**src/rtl/codec_seq_pkg.sv**
```systemverilog
package codec_seq_pkg;

    localparam int          NUM_REGS    = 14;
    localparam int          IDX_W       = 4;
    localparam logic [3:0]  LAST_IDX    = 4'd13;
    localparam logic [3:0]  IND_LAST    = 4'd7;
    localparam logic [3:0]  STATUS0_IDX = 4'd8;
    localparam logic [3:0]  STATUS1_IDX = 4'd9;
    localparam logic [3:0]  DATA1_IDX   = 4'd13;
    localparam logic [5:0]  DEV_NUM     = 6'd5;
    localparam int          SRST_BIT    = 6;
    localparam logic [7:0]  TAG_INDEX   = 8'hC0;
    localparam logic [7:0]  TAG_VALUE   = 8'hE0;

    typedef enum logic [1:0] {
        GRP_DATA0  = 2'd0,
        GRP_DATA1  = 2'd1,
        GRP_STATUS = 2'd2
    } grp_e;

    typedef enum logic [1:0] {
        ST_IDLE, ST_FIRST, ST_SECOND, ST_HOLD
    } state_e;

    typedef enum logic [1:0] {
        OP_WRITE, OP_RST_SET, OP_RST_CLR, OP_SYNC
    } op_e;

    function automatic logic [7:0] power_on_value(input int i);
        case (i)
            0, 1, 2: power_on_value = 8'h04;
            9:       power_on_value = 8'h83;
            11:      power_on_value = 8'h40;
            12:      power_on_value = 8'h80;
            default: power_on_value = 8'h00;
        endcase
    endfunction

    function automatic grp_e group_of(input logic [3:0] idx);
        if (idx == STATUS0_IDX || idx == STATUS1_IDX) group_of = GRP_STATUS;
        else if (idx == DATA1_IDX)                     group_of = GRP_DATA1;
        else                                           group_of = GRP_DATA0;
    endfunction

endpackage

```
**src/rtl/codec_shadow.sv**
```systemverilog
module codec_shadow
    import codec_seq_pkg::*;
(
    input  logic             clk,
    input  logic             rst_n,
    input  logic             we,
    input  logic [IDX_W-1:0] widx,
    input  logic [7:0]       wdata,
    input  logic [IDX_W-1:0] rd_idx,
    output logic [7:0]       rd_data,
    input  logic [IDX_W-1:0] fetch_idx,
    output logic [7:0]       fetch_data
);

    logic [7:0] mem [NUM_REGS];

    for (genvar g = 0; g < NUM_REGS; g++) begin : g_entry
        always_ff @(posedge clk or negedge rst_n) begin
            if (!rst_n)
                mem[g] <= power_on_value(g);
            else if (we && widx == IDX_W'(g))
                mem[g] <= wdata;
        end
    end

    always_comb begin
        rd_data    = 8'hFF;
        fetch_data = 8'hFF;
        for (int i = 0; i < NUM_REGS; i++) begin
            if (rd_idx == IDX_W'(i))    rd_data    = mem[i];
            if (fetch_idx == IDX_W'(i)) fetch_data = mem[i];
        end
    end

endmodule

```
**src/rtl/codec_framer.sv**
```systemverilog
module codec_framer
    import codec_seq_pkg::*;
(
    input  logic [IDX_W-1:0] idx,
    input  logic [7:0]       value,
    input  logic             second,
    output logic             indirect,
    output logic [7:0]       addr,
    output logic [7:0]       data
);

    grp_e grp;

    always_comb begin
        indirect = (idx <= IND_LAST);
        grp      = group_of(idx);
        addr     = {DEV_NUM, grp};
        if (second)
            data = value | TAG_VALUE;
        else if (indirect)
            data = {4'h0, idx} | TAG_INDEX;
        else
            data = value;
    end

endmodule

```
**src/rtl/codec_seq.sv**
```systemverilog
module codec_seq
    import codec_seq_pkg::*;
#(
    parameter int TIMEOUT = 64,
    parameter int HOLD_W  = 16
) (
    input  logic              clk,
    input  logic              rst_n,
    input  logic              wr_valid,
    input  logic [3:0]        wr_idx,
    input  logic [7:0]        wr_data,
    input  logic              rst_cmd,
    input  logic              sync_cmd,
    input  logic [HOLD_W-1:0] hold_len,
    input  logic [3:0]        rd_idx,
    output logic [7:0]        rd_data,
    output logic              busy,
    output logic              err_range,
    output logic              err_timeout,
    output logic              xfer_valid,
    output logic [7:0]        xfer_addr,
    output logic [7:0]        xfer_byte,
    input  logic              xfer_ready
);

    localparam int TMO_W = $clog2(TIMEOUT + 1);
    localparam int CNT_W = (HOLD_W > TMO_W) ? HOLD_W : TMO_W;
    localparam logic [CNT_W-1:0] TMO_LAST = CNT_W'(TIMEOUT - 1);

    state_e           st, st_n;
    op_e              op, op_n;
    logic [3:0]       cur, cur_n;
    logic [CNT_W-1:0] cnt, cnt_n;
    logic             erng_n, etmo_n;

    logic             sh_we;
    logic [3:0]       sh_idx, fetch_idx;
    logic [7:0]       sh_wd, fetch_data;
    logic             indirect, taken, last;

    codec_shadow u_shadow (
        .clk       (clk),
        .rst_n     (rst_n),
        .we        (sh_we),
        .widx      (sh_idx),
        .wdata     (sh_wd),
        .rd_idx    (rd_idx),
        .rd_data   (rd_data),
        .fetch_idx (fetch_idx),
        .fetch_data(fetch_data)
    );

    codec_framer u_framer (
        .idx     (cur),
        .value   (fetch_data),
        .second  (st == ST_SECOND),
        .indirect(indirect),
        .addr    (xfer_addr),
        .data    (xfer_byte)
    );

    // Output process
    always_comb begin
        xfer_valid = (st == ST_FIRST) || (st == ST_SECOND);
        busy       = (st != ST_IDLE);
        fetch_idx  = xfer_valid ? cur : STATUS0_IDX;
    end

    assign taken = xfer_valid && xfer_ready;
    assign last  = (st == ST_SECOND) || !indirect;

    // Next-state process
    always_comb begin
        st_n   = st;
        op_n   = op;
        cur_n  = cur;
        cnt_n  = cnt;
        erng_n = 1'b0;
        etmo_n = 1'b0;
        sh_we  = 1'b0;
        sh_idx = cur;
        sh_wd  = fetch_data;
        unique case (st)
            ST_IDLE: begin
                cnt_n = '0;
                if (rst_cmd) begin
                    op_n   = OP_RST_SET;
                    cur_n  = STATUS0_IDX;
                    sh_we  = 1'b1;
                    sh_idx = STATUS0_IDX;
                    sh_wd  = fetch_data | (8'h1 << SRST_BIT);
                    st_n   = ST_FIRST;
                end else if (sync_cmd) begin
                    op_n  = OP_SYNC;
                    cur_n = 4'd0;
                    st_n  = ST_FIRST;
                end else if (wr_valid) begin
                    if (wr_idx <= LAST_IDX) begin
                        op_n   = OP_WRITE;
                        cur_n  = wr_idx;
                        sh_we  = 1'b1;
                        sh_idx = wr_idx;
                        sh_wd  = wr_data;
                        st_n   = ST_FIRST;
                    end else begin
                        erng_n = 1'b1;
                    end
                end
            end
            ST_FIRST, ST_SECOND: begin
                if (taken) begin
                    cnt_n = '0;
                    if (!last) begin
                        st_n = ST_SECOND;
                    end else begin
                        unique case (op)
                            OP_RST_SET: begin
                                st_n  = ST_HOLD;
                                cnt_n = CNT_W'(hold_len);
                            end
                            OP_SYNC: begin
                                if (cur == LAST_IDX) begin
                                    st_n = ST_IDLE;
                                end else begin
                                    cur_n = cur + 4'd1;
                                    st_n  = ST_FIRST;
                                end
                            end
                            OP_WRITE, OP_RST_CLR: st_n = ST_IDLE;
                        endcase
                    end
                end else if (cnt == TMO_LAST) begin
                    etmo_n = 1'b1;
                    st_n   = ST_IDLE;
                end else begin
                    cnt_n = cnt + 1'b1;
                end
            end
            ST_HOLD: begin
                if (cnt == '0) begin
                    op_n   = OP_RST_CLR;
                    sh_we  = 1'b1;
                    sh_idx = STATUS0_IDX;
                    sh_wd  = fetch_data & ~(8'h1 << SRST_BIT);
                    st_n   = ST_FIRST;
                end else begin
                    cnt_n = cnt - 1'b1;
                end
            end
        endcase
    end

    // State register process
    always_ff @(posedge clk or negedge rst_n) begin
        if (!rst_n) begin
            st          <= ST_IDLE;
            op          <= OP_WRITE;
            cur         <= 4'd0;
            cnt         <= '0;
            err_range   <= 1'b0;
            err_timeout <= 1'b0;
        end else begin
            st          <= st_n;
            op          <= op_n;
            cur         <= cur_n;
            cnt         <= cnt_n;
            err_range   <= erng_n;
            err_timeout <= etmo_n;
        end
    end


    pair_value_follows_chk: assert property (@(posedge clk) disable iff (!rst_n)
        (taken && xfer_byte[7:5] == 3'b110) |=>
            (xfer_valid && xfer_byte[7:5] == 3'b111 && xfer_addr == 8'h14));


    refused_write_chk: assert property (@(posedge clk) disable iff (!rst_n)
        (!busy && wr_valid && !rst_cmd && !sync_cmd && wr_idx > LAST_IDX) |=>
            (err_range && !busy));


    reset_set_bit_chk: assert property (@(posedge clk) disable iff (!rst_n)
        (xfer_valid && op == OP_RST_SET) |-> (xfer_byte[SRST_BIT] && xfer_addr == 8'h16));


    reset_clear_bit_chk: assert property (@(posedge clk) disable iff (!rst_n)
        (xfer_valid && op == OP_RST_CLR) |-> (!xfer_byte[SRST_BIT] && xfer_addr == 8'h16));


    hold_keeps_chk: assert property (@(posedge clk) disable iff (!rst_n)
        (st == ST_HOLD && cnt != '0) |=> (st == ST_HOLD && !xfer_valid));


    replay_ascends_chk: assert property (@(posedge clk) disable iff (!rst_n)
        (taken && last && op == OP_SYNC && cur != LAST_IDX) |=>
            (xfer_valid && cur == $past(cur) + 4'd1));


    timeout_idle_chk: assert property (@(posedge clk) disable iff (!rst_n)
        err_timeout |-> !busy);

endmodule

```
**config.mk**
```make
export PLATFORM = sky130hd
export DESIGN_NAME = codec_seq
export DESIGN_NICKNAME = d
export VERILOG_FILES = /design/src/rtl/codec_seq_pkg.sv /design/src/rtl/codec_shadow.sv /design/src/rtl/codec_framer.sv /design/src/rtl/codec_seq.sv
export SDC_FILE = /design/constraint.sdc
export NUM_CORES = 1
export LEC_CHECK = 0
export BUFFER_PORTS_ARGS = -buffer_cell sky130_fd_sc_hd__buf_2
export CAP_MARGIN = 5
export CORE_ASPECT_RATIO = 0.8
export CORE_MARGIN = 4
export CORE_UTILIZATION = 58
export DETAILED_ROUTE_END_ITERATION = 10
export PLACE_DENSITY = 0.77
export SLEW_MARGIN = 40
export SYNTH_ARGS = -nofsm -noshare
export SYNTH_HDL_FRONTEND = slang
export SYNTH_SLANG_ARGS = --single-unit
```
**constraint.sdc**
```tcl
create_clock -name clk -period 7 [get_ports clk]
set_clock_uncertainty 0.15 [all_clocks]
set_input_delay 0.7 -clock clk [delete_from_list [all_inputs] [get_ports clk]]
set_output_delay 0.7 -clock clk [all_outputs]
set_load 0.1 [all_outputs]
```
==> metrics.md <==
| Metric | Value |
|---|---|
| DIE HEIGHT | between 100 and 150 um |
| Status | complete, no violations |
| Largest family of logic cells by synthesized area | multiplexers |
| Port bufs | 59 |
| Ports | 66 |
| Cells after Synth | 925 |
| Via count | approximately 8100 |
| Post-Layout Inst Area | 0.0100 sq mm |
| GPL Wtd Cong | 0.957 |
| Minimum clock period | 4820 ps |
| DR pass1 iterations | 7 |
| Sequential share of the synthesized area | 38.5% |
| Mean post-synth cell area | 9.73 sq um |
| CTS Buf Count | 17 |
| Post-synth design cell area | 0.00900 sq mm |
| Commonest non-fill, non-tap cell in the layout | dfrtp_1 |
| Post-synth top flop | dfrtp_1 |
| Vias/cell | 6.90 |
| Worst-path clk slew | 60 ps |
| Starting density of the core | 59.6% |
| Post-synthesis simple-gate area fraction | 15.9% |
| Final period util | 68.9% |
| Post-CTS Hold Buffers | 0 |
| Yosys cell types | 84 |
| Largest net degree at the start of global routing | 84 |
| Worst Path Arrival | 3970 ps |
| Worst-Margin Slew | 840 ps |
| RSZ-0062 raised after global routing | false |
| CP required | 6150 ps |
| Synth async-reset ratio | 100% |
| R2r endpoint | u_shadow.mem[19]$_DFFE_PN0P_ |
| Max VDD drop | 198 uV |
| F_max | 207 MHz |
| Mux cell area share after synthesis | between 10% and 20% |
| Die width | approximately 150 um |
| Max clock buf depth | 2 |
| Number of global-route vias before repair | 7743 |
| Number of synthesized register bits | 138 |
| Placed insts | 1142 |
| Post-CTS Setup Bufs | 0 |
| Register Area | about 0.0035 sq mm |
| Synth Area in XOR/XNOR | 1.95% |
| Commonest non-fill, non-tap cells in the layout | dfrtp_1 (128), mux2_2 (123), nor2_1 (66), nand2_1 (57), buf_2 (57) |
| DR WL/cell | around 23 um |
| Final Max Slew Viols | 0 |
| Final hold vios | 0 |
| Routed Antenna Nets | 0 |
| Setup violators final | 0 |
| Post_cts resized | 0 |
| Initial DRC Count | 1222 |
| Worst reg-to-reg path cell count | 8 |
| Overflow after GRT | 0 |
| Fraction of layout cells with a size suffix above 1 | 28.8% |
| Fill cell count | about 1200 |
| Setup TNS | 0 ps |
| Synth Area in Adders | 1.11% |
| Multi-input gate area | 0.00517 sq mm |
| Clock tree from TritonCTS | done |
| Ant diodes | 0 |
| Yosys warnings | 0 |
| Max_cap viols | 0 |
| Initial antenna violation count | 0 |
| Leakage | 4.37 nW |
| Post-Layout Cell Count | 1174 |
| Total die area | 0.0176 sq mm |
| Total GRT Usage | 31.4% |
| Max Fanout on Critical Path | 32 |
| Worst skew pair latency | 430 ps |
| DR DRC count | 0 |
| R2R Path Start | st[1]$_DFFE_PN0P_ |
| Core area | 0.0151 sq mm |
| FF-to-FF setup slack | 2900 ps |
| Nets@finish | approximately 1000 |
| First-pass GRT wire length | 43300 um |
| PD cells | 537 mW/mm^2 |
| Type of the tightest min-delay check | in -> async |
| Critical path launch point type | register |
| WS Path Type | reg -> out |
| Layout Area Growth over Synthesis | 11.1% |
| Clk root buf | clkbuf_16 |
| Sink Count | 138 |
| Dpl hpwl | 18600 um |
| Post-synthesis compound-gate area fraction | between 15 and 20% |
| Fin util | 66.2% |
| DP Area | 0.00942 sq mm |
| H-tree Lvls | 4 |
| Worst setup EP type | output port |
| Number of core rows | 40 |
| Drt total wl | 27100 um |
| Slew headroom | 44.0% |
| Post-synth EDFFs | 0 |
-- worst max path at each step --
stage	end	depth (start not counted)	startpoint	slack, ps
after global placement	xfer_byte[3]	9	st[1]$_DFFE_PN0P_	2860
after floorplan	xfer_byte[6]	10	st[1]$_DFFE_PN0P_	1260
after detailed placement	xfer_byte[2]	10	st[1]$_DFFE_PN0P_	2720
after CTS	xfer_byte[2]	10	st[1]$_DFFE_PN0P_	2250
final	xfer_byte[5]	10	st[1]$_DFFE_PN0P_	2180
after global routing	xfer_byte[5]	10	st[1]$_DFFE_PN0P_	2020
-- final cells by class --
type | count | share of cell area [%]
clock buffers | 18 | 4.29
clock inverters | 14 | 1.48
inverters | 30 | 1.13
multi-input cells | 691 | 51.7
flip-flops and latches | 138 | 34.7
well taps | 210 | 2.63
repair buffers | 73 | 4.15
-- metal layers --
metal  track usage (%)  vias to the layer above  part of all wire (%)
met5                 0                        -                     0
met2              43.9                      562                    42
met3              9.24                       74                    12
met4              10.7                        0                   2.3
li1                  -                     3508                     -
met1              46.4                     3953                    43
-- power breakdown --
group | leakage (nW) | switching [W] | internal, W
Sequential | 1.84 | 0.000295 | 0.00106
Clock | 0.269 | 0.000370 | 0.000524
Combinational | 2.27 | 0.00212 | 0.00100
-- stage by stage --
| stage | total power [W] | worst slack [ps] | hold slack (ps) |
|---|---|---|---|
| floorplan | 0.00352 | 1260 | 254 |
| global placement | 0.00429 | 2860 | 342 |
| detailed placement | 0.00435 | 2720 | 354 |
| CTS | 0.00526 | 2250 | 96.1 |
| global route | 0.00564 | 2020 | 126 |
| finish | 0.00537 | 2180 | 85.1 |
-- critical path, stage by stage, from the launching register on --
cell and delay (ps):
dfrtp_1 390, inv_1 60, ha_1 260, buf_4 320, or3b_2 600, nor3_1 380, a221oi_1 230, o311a_1 440
a211oi_1 370, o21bai_1 150, buf_2 310
-- sequential cells by signal, indices dropped and copies added (netlist names) --
signal	flops
cnt	16
err_range	1
op	2
st	2
err_timeout	1
cur	4
u_shadow.mem	112
-- kinds of logic after synthesis --
logic type,Yosys count
buffers and inverters,100
flip-flops,138
AO/OA/AOI/OAI,240
other,2
AND/OR/NAND/NOR,268
adder cells (fa/ha/maj),8
XOR/XNOR,20
multiplexers,149
-- synthesized netlist by cell type, types with 7 or more instances --
cell      number  share of area, %
o22ai_1       27               1.9
inv_1         28               1.2
nand2_1       57               2.4
nor2b_1       11              0.76
dfstp_2        8               2.3
dfrtp_1      130                36
nand2b_1      19               1.3
buf_1         10              0.42
nor2_1        68               2.8
nor3_1        23               1.3
mux2i_1       15               1.7
a21oi_1       50               2.8
and3_1         9              0.63
xor2_1        11               1.1
mux2_2       123                15
mux4_2        11               2.8
a221oi_1      10              0.97
xnor2_1        9              0.88
or3_1          7              0.49
a211oi_1      12               1.0
clkbuf_1      51               2.1
o21ai_0       45               2.5
o221ai_1      11               1.1
ha_1           8               1.1
o31ai_1       10              0.83
nand3_1       21               1.2
No activity file was read; power rests on OpenSTA's default activity.
